## src/rtl/eif_pkg.sv

```systemverilog
package eif_pkg;

  // Software and service-entry controls for one input channel.
  typedef struct packed {
    logic ack;    // interrupt-entry acknowledge
    logic wr;     // software flag write strobe
    logic wdata;  // software flag value
  } eif_ctl_t;

  // Sense-type encoding of one type bit.
  typedef enum logic {
    SENSE_LEVEL = 1'b0,
    SENSE_EDGE  = 1'b1
  } eif_sense_e;

endpackage

```

## src/rtl/eif_sync.sv

```systemverilog
module eif_sync #(
  parameter int STAGES = 2
) (
  input  logic clk,
  input  logic rst,
  input  logic pin_n,
  output logic cur,   // synchronized pin
  output logic prev   // synchronized pin one cycle earlier
);
  localparam int CHAIN_W = STAGES + 1;

  logic [CHAIN_W-1:0] chain;

  // Preloaded high so that leaving reset never looks like a falling edge.
  always_ff @(posedge clk) begin
    if (rst) chain <= '1;
    else     chain <= {chain[CHAIN_W-2:0], pin_n};
  end

  assign cur  = chain[STAGES-1];
  assign prev = chain[STAGES];

  initial begin
    assert (STAGES >= 2) else $error("eif_sync: STAGES below 2");
  end
endmodule

```

## src/rtl/eif_type_reg.sv

```systemverilog
module eif_type_reg #(
  parameter int NUM_INPUTS = 2
) (
  input  logic                  clk,
  input  logic                  rst,
  input  logic                  wr,
  input  logic [NUM_INPUTS-1:0] wdata,
  output logic [NUM_INPUTS-1:0] sense
);
  always_ff @(posedge clk) begin
    if (rst)     sense <= '0;
    else if (wr) sense <= wdata;
  end

  p_type_load_r2: assert property (@(posedge clk) disable iff (rst)
    wr |=> (sense == $past(wdata)));

  p_type_hold_r2: assert property (@(posedge clk) disable iff (rst)
    (!wr && !$past(rst)) |=> $stable(sense));
endmodule

```

## src/rtl/eif_channel.sv

```systemverilog
module eif_channel
  import eif_pkg::*;
(
  input  logic     clk,
  input  logic     rst,
  input  logic     sense,    // eif_sense_e encoding
  input  logic     s_cur,
  input  logic     s_prev,
  input  eif_ctl_t ctl,
  output logic     flag
);
  logic edge_mode;
  logic fall;
  logic flag_nxt;

  assign edge_mode = (sense == SENSE_EDGE);
  assign fall      = s_prev & ~s_cur;

  always_comb begin
    flag_nxt = flag;
    if (edge_mode) begin
      // Priority: new edge, then software write, then acknowledge.
      if (fall)         flag_nxt = 1'b1;
      else if (ctl.wr)  flag_nxt = ctl.wdata;
      else if (ctl.ack) flag_nxt = 1'b0;
    end else begin
      // Level sensing: the acknowledge has no effect here.
      if (ctl.wr) flag_nxt = ctl.wdata;
      else        flag_nxt = ~s_cur;
    end
  end

  always_ff @(posedge clk) begin
    if (rst) flag <= 1'b0;
    else     flag <= flag_nxt;
  end

  p_edge_sets_r3: assert property (@(posedge clk) disable iff (rst)
    (edge_mode && fall) |=> flag);

  p_edge_hold_r3: assert property (@(posedge clk) disable iff (rst)
    (edge_mode && !fall && !ctl.wr && !ctl.ack) |=> $stable(flag));

  p_ack_clears_r4: assert property (@(posedge clk) disable iff (rst)
    (edge_mode && ctl.ack && !ctl.wr && !fall) |=> !flag);

  p_level_track_r5: assert property (@(posedge clk) disable iff (rst)
    (!edge_mode && !ctl.wr) |=> (flag == !$past(s_cur)));

  p_sw_write_r6: assert property (@(posedge clk) disable iff (rst)
    (ctl.wr && !(edge_mode && fall)) |=> (flag == $past(ctl.wdata)));
endmodule

```

## src/rtl/ext_irq_flags.sv

```systemverilog
module ext_irq_flags
  import eif_pkg::*;
#(
  parameter int NUM_INPUTS  = 2,
  parameter int SYNC_STAGES = 2
) (
  input  logic                  clk,
  input  logic                  rst,
  input  logic [NUM_INPUTS-1:0] pin_n,
  input  logic                  type_wr,
  input  logic [NUM_INPUTS-1:0] type_wdata,
  input  logic [NUM_INPUTS-1:0] ack,
  input  logic [NUM_INPUTS-1:0] flag_wr,
  input  logic [NUM_INPUTS-1:0] flag_wdata,
  output logic [NUM_INPUTS-1:0] irq_req,
  output logic [NUM_INPUTS-1:0] irq_type
);
  logic [NUM_INPUTS-1:0] s_cur;
  logic [NUM_INPUTS-1:0] s_prev;

  eif_type_reg #(.NUM_INPUTS(NUM_INPUTS)) u_type (
    .clk   (clk),
    .rst   (rst),
    .wr    (type_wr),
    .wdata (type_wdata),
    .sense (irq_type)
  );

  for (genvar i = 0; i < NUM_INPUTS; i++) begin : g_in
    eif_ctl_t ctl;
    assign ctl = '{ack: ack[i], wr: flag_wr[i], wdata: flag_wdata[i]};

    eif_sync #(.STAGES(SYNC_STAGES)) u_sync (
      .clk   (clk),
      .rst   (rst),
      .pin_n (pin_n[i]),
      .cur   (s_cur[i]),
      .prev  (s_prev[i])
    );

    eif_channel u_chan (
      .clk    (clk),
      .rst    (rst),
      .sense  (irq_type[i]),
      .s_cur  (s_cur[i]),
      .s_prev (s_prev[i]),
      .ctl    (ctl),
      .flag   (irq_req[i])
    );
  end

  p_reset_clear_r1: assert property (@(posedge clk)
    rst |=> (irq_req == '0 && irq_type == '0));
endmodule

```

## config.mk

```make
export PLATFORM = sky130hd
export DESIGN_NAME = ext_irq_flags
export DESIGN_NICKNAME = d
export VERILOG_FILES = /design/src/rtl/eif_pkg.sv /design/src/rtl/eif_sync.sv /design/src/rtl/eif_type_reg.sv /design/src/rtl/eif_channel.sv /design/src/rtl/ext_irq_flags.sv
export SDC_FILE = /design/constraint.sdc
export NUM_CORES = 1
export LEC_CHECK = 0
export ABC_AREA = 1
export CORE_AREA = 2 2 39 41
export CTS_BUF_LIST = sky130_fd_sc_hd__clkbuf_8
export CTS_CLUSTER_DIAMETER = 30
export DETAILED_ROUTE_END_ITERATION = 8
export DIE_AREA = 0 0 41 43
export PLACE_DENSITY = 0.66
export SLEW_MARGIN = 20
export SYNTH_ARGS = -nofsm -noshare
export SYNTH_HDL_FRONTEND = slang
export SYNTH_SLANG_ARGS = --single-unit
```

## constraint.sdc

```tcl
create_clock -name clk -period 1.1 [get_ports clk]
set_input_delay 0.165 -clock clk [delete_from_list [all_inputs] [get_ports clk]]
set_output_delay 0.165 -clock clk [all_outputs]
set_load 0.02 [all_outputs]
```

# --- Yosys cells after proc, flatten, opt, wreduce, memory -nomap -nowiden ---
# Index checks and enable logic that the tools add are counted.
word_totals:
  register_bits: 10
  elab_cells: 21
op_classes:
  n_eq_ne: 2
  n_mux: 10
  n_bitwise: 4
op_table:
  columns: ["operator", "n"]
  rows:
  - ["two-way mux 1 bit", 10]
  - ["inequality test 4 x 3 -> 1 bit (second input constant)", 2]
  - ["bitwise AND 1 bit", 2]
  - ["inverter 1 bit", 2]

# --- Longest topological paths before layout ---
depth:
  depth_word: 4
  mapped_depth: 5
  depth_no_buf: 5

# --- Cells and area by module ---
# Synthesis repeated with hierarchy kept, for this count alone.
unflattened:
  hier_cells: 63
  hier_area_um2: 404.1
modules_own_cells:
  columns: ["mod", "n_inst", "cells_each", "area_per_inst_um2", "seq_area_each_um2"]
  rows:
  - ["eif_sync", 2, 10, 88.8, 60.1]
  - ["eif_channel", 2, 15, 72.6, 20.0]
  - ["eif_type_reg", 1, 13, 81.3, 40.0]

# --- Least setup slack after synthesis ---
# OpenSTA, ideal clock, no wires.
synth_path:
  path_type: "reg2reg"
  startpoint: "reg u_type.sense[0]"
  endpoint: "reg g_in[0].u_chan.flag"
  setup_time_ps: 120
  arrival_ps: 586
  required_time_ps: 980
  path_slack_ps: 395
  path_stages_with_launch: 4
  period_less_slack_ps: 705
  path_cell_list: "dfxtp_1 -> nor2_1 -> a21boi_0 -> a21oi_1"
synth_between:
  elab_chain_cells: 1
  elab_cells_between_ends: 2
  cone_classes: "eq/ne: 1; mux: 1"
synth_lines:
  columns: ["item", "line", "text"]
  rows:
  - ["start, declared", "eif_type_reg.sv:8", "output logic [NUM_INPUTS-1:0] sense"]
  - ["start signal, assigned", "eif_type_reg.sv:12", "else if (wr) sense <= wdata;"]
  - ["inequality test 4 x 3 -> 1 bit (no line) or two-way mux 1 bit (tied branches)", null, null]
  - ["end signal, assigned", "eif_channel.sv:35", "else flag <= flag_nxt;"]
  - ["end, declared", "eif_channel.sv:10", "output logic flag"]
# Several ways; a longest one is shown, not always the timed one.
# A chain may end at the register's enable or synchronous reset.

# --- Final worst setup path ---
layout_path:
  startpoint: "reg u_type.sense[0]"
  endpoint: "out irq_type[0]"
layout_rtl:
  columns: ["item", "line", "text"]
  rows:
  - ["end, declared", "ext_irq_flags.sv:16", "output logic [NUM_INPUTS-1:0] irq_type"]
# No word-level cell between the ends.

==> reports/metrics.csv <==
metric;value;unit
leakage power;0.301;nW
crit-path cells;dlygate4sd2_1;
Inserted Clock Buffers;3;
CTS clk-pin slew, worst paths;0.04;ns
HP Class;reg2reg;
Clock Tree Root;clkbuf_8;
CP Capture Type;output pin;
Max Cap Viol;0;
initial antenna violation count;0;
Rows;14;
Top delay family on crit path;flip-flops;
crit path kind;reg2out;
main combinational cell family by area after synthesis;simple AND/OR/NAND/NOR gates;
Mapped Cells;50;
sequential element share of the synthesized area;51.1;%
Post-Syn Nets;63;
Yosys reg bits;10;
I/O pins;17;
vias in the first global route;300;
Worst R2R Setup Slack;0.26;ns
WL final;709;µm
nets;83;
status;finished, final reports clean;
core area;0.00138;mm²
Arr. time, crit path;0.90;ns
path length in cells of the critical path;1;
final hold violation count;0;
overall overflow remaining after global route;0;
critical hold path startpoint;g_in[0].u_sync.chain[0]$_SDFF_PP1_;
Total GRT Usage;10.7;%
WP buf/inv;1;
share of post-route cells with drive strength above 1;14.7;%
commonest non-fill, non-tap cells in the layout;clkdlybuf4s50_1, nand2_1, dfxtp_1;
commonest non-fill, non-tap cell in the layout;clkdlybuf4s50_1;
effective utilization at floorplan;28.3;%
Fillers;151;
Slew headroom;86.3;%
ANT nets after route;0;
post-synthesis xor/xnor area fraction;0;%
Netlist Area Pre-Place;392;µm²
first-pass GRT wire length;1150;µm
placed instance count;81;
detailed-router iteration count before antenna repair;4;
H-Tree Level Count;1;
Synth area leaders;dfxtp_1, nand2_1, inv_1;
post-DP HPWL;562;µm
Syn Area/Cell;7.83;µm²
Die H;43;µm
Hold Buf Count CTS;0;
GP Congestion;0.665;
r2r endpoint;g_in[0].u_chan.flag$_SDFFE_PP0P_;
clk_lat worst skew;0.23;ns
drt wl/cell;8.44;µm
Hold Slack;0.403;ns
min cycle time layout;1.07;ns
cell depth of the worst hold path;1;
Initial DRC Count;4;
P&R area growth vs syn;53.4;%
RSZ-0062 raised after global routing;false;
Synth Warn #;0;
complex-gate fraction of the synthesized area;10.2;%
CTS tree;built;
DR vias;343;
final worst path period share;97.0;%
PortBufs;16;
CP peak stage delay;0.34;ns
non-filler cells, final;84;
Req. time, crit path;0.94;ns
TritonCTS Sinks;10;
Critical R2R Launch;u_type.sense[0]$_SDFFE_PP0P_;
FMAX;937;MHz
die footprint;0.00176;mm²
routed vias/inst;4.08;
simple-gate share of the synthesized area;22.4;%
Slew @ Worst Pin;0.205;ns
diode count;0;
PwrDens;1450;mW/mm²
VDD IR max;0.000789;V
cell taking the most area after synthesis;dfxtp_1;
Slew Limit Fails;0;
share of the synthesized area in the top cell type;51.1;%
Min-Delay Endpoint;g_in[0].u_sync.chain[1]$_SDFF_PP1_;
largest net degree at the start of global routing;8;
Netlist cell types;11;
Synth Area in Adders;0;%
Startpoint Class;flop;
CTS Buffer Depth;2;
multiplexer area fraction after synthesis;0;%
Reg2Reg Depth;4;
Layout Skew;0.00164;ns
CP Max Fanout;2;
Slowest-stage cell, CP;dfxtp_1;
die width;41;µm
drc violations;0;
Setup Viol. Count Final;0;
worst max path at each step:
stage / startpoint / to / slack (ns)
floorplan: u_type.sense[0]$_SDFFE_PP0P_ / g_in[0].u_chan.flag$_SDFFE_PP0P_ / 0.39
global placement: u_type.sense[0]$_SDFFE_PP0P_ / irq_type[0] / 0.008
detailed placement: rst / u_type.sense[1]$_SDFFE_PP0P_ / -0.03
CTS: g_in[1].u_chan.flag$_SDFFE_PP0P_ / irq_req[1] / 0.02
global route: u_type.sense[0]$_SDFFE_PP0P_ / irq_type[0] / 0.004
finish: u_type.sense[0]$_SDFFE_PP0P_ / irq_type[0] / 0.03
cell families (layout without fill, tap and decap cells):
group                  after synthesis  count (layout)
flip-flops                          10              10
AND/OR/NAND/NOR                     20              20
AO/OA/AOI/OAI                        7               7
buffers and inverters               13              31
per-layer routing:
| layer | GRT usage [%] | share of wire, % |
|---|---|---|
| met2 | 13.1 | 41 |
| met1 | 12.1 | 45 |
| met5 | 0 | 0 |
| met3 | 6.28 | 10 |
| met4 | 10.0 | 3.2 |
report_power, final:
group | switching [mW] | total (mW) | leakage [nW] | internal, mW
combinational | 0.0454 | 0.115 | 0.197 | 0.0694
clock | 0.127 | 0.365 | 0.0216 | 0.238
sequential | 0.00726 | 0.389 | 0.0827 | 0.382
total | 0.180 | 0.870 | 0.301 | 0.690
registers in the layout, indices dropped and copies added (netlist names):
register	cells
u_type.sense	2
g_in.u_chan.flag	2
g_in.u_sync.chain	6
synthesized netlist by cell type:
library cell,n
dfxtp_1,10
nand2_1,10
inv_1,9
buf_4,4
nor2_1,4
or2_2,4
a21oi_1,3
nand3_1,2
o21ai_0,2
a21boi_0,1
a21boi_1,1
area by class of cell:
class                           count  area, µm²  area share [%]
Clock buffer                        3       41.3            6.87
Sequential cell                    10        200            33.3
Multi-Input combinational cell     27        128            21.2
Timing Repair Buffer               19        178            29.6
Inverter                            9       33.8            5.63
Tap cell                           16       20.0            3.33
stage by stage:
step / power, mW / worst slack [ns] / setup TNS (ns) / instance area (µm²) / util (%)
after floorplan: 0.450 / 0.395 / 0 / 392 / -
after global placement: 0.516 / 0.00793 / 0 / 564 / 40.8
after detailed placement: 0.518 / -0.0279 / -0.153 / 564 / 40.8
after CTS: 0.879 / 0.0248 / 0 / 601 / 43.4
after global routing: 0.910 / 0.00440 / 0 / 601 / 43.4
final: 0.870 / 0.0331 / 0 / 601 / 43.4
what timing repair did:
| action | CTS | global route |
|---|---|---|
| endpoints found under the setup margin | 4 | 0 |
| endpoints found under the hold margin | 0 | 0 |
| gates resized for setup | 4 | 0 |
| setup buffers | 0 | 0 |
Power figures use the tool's default switching activity.
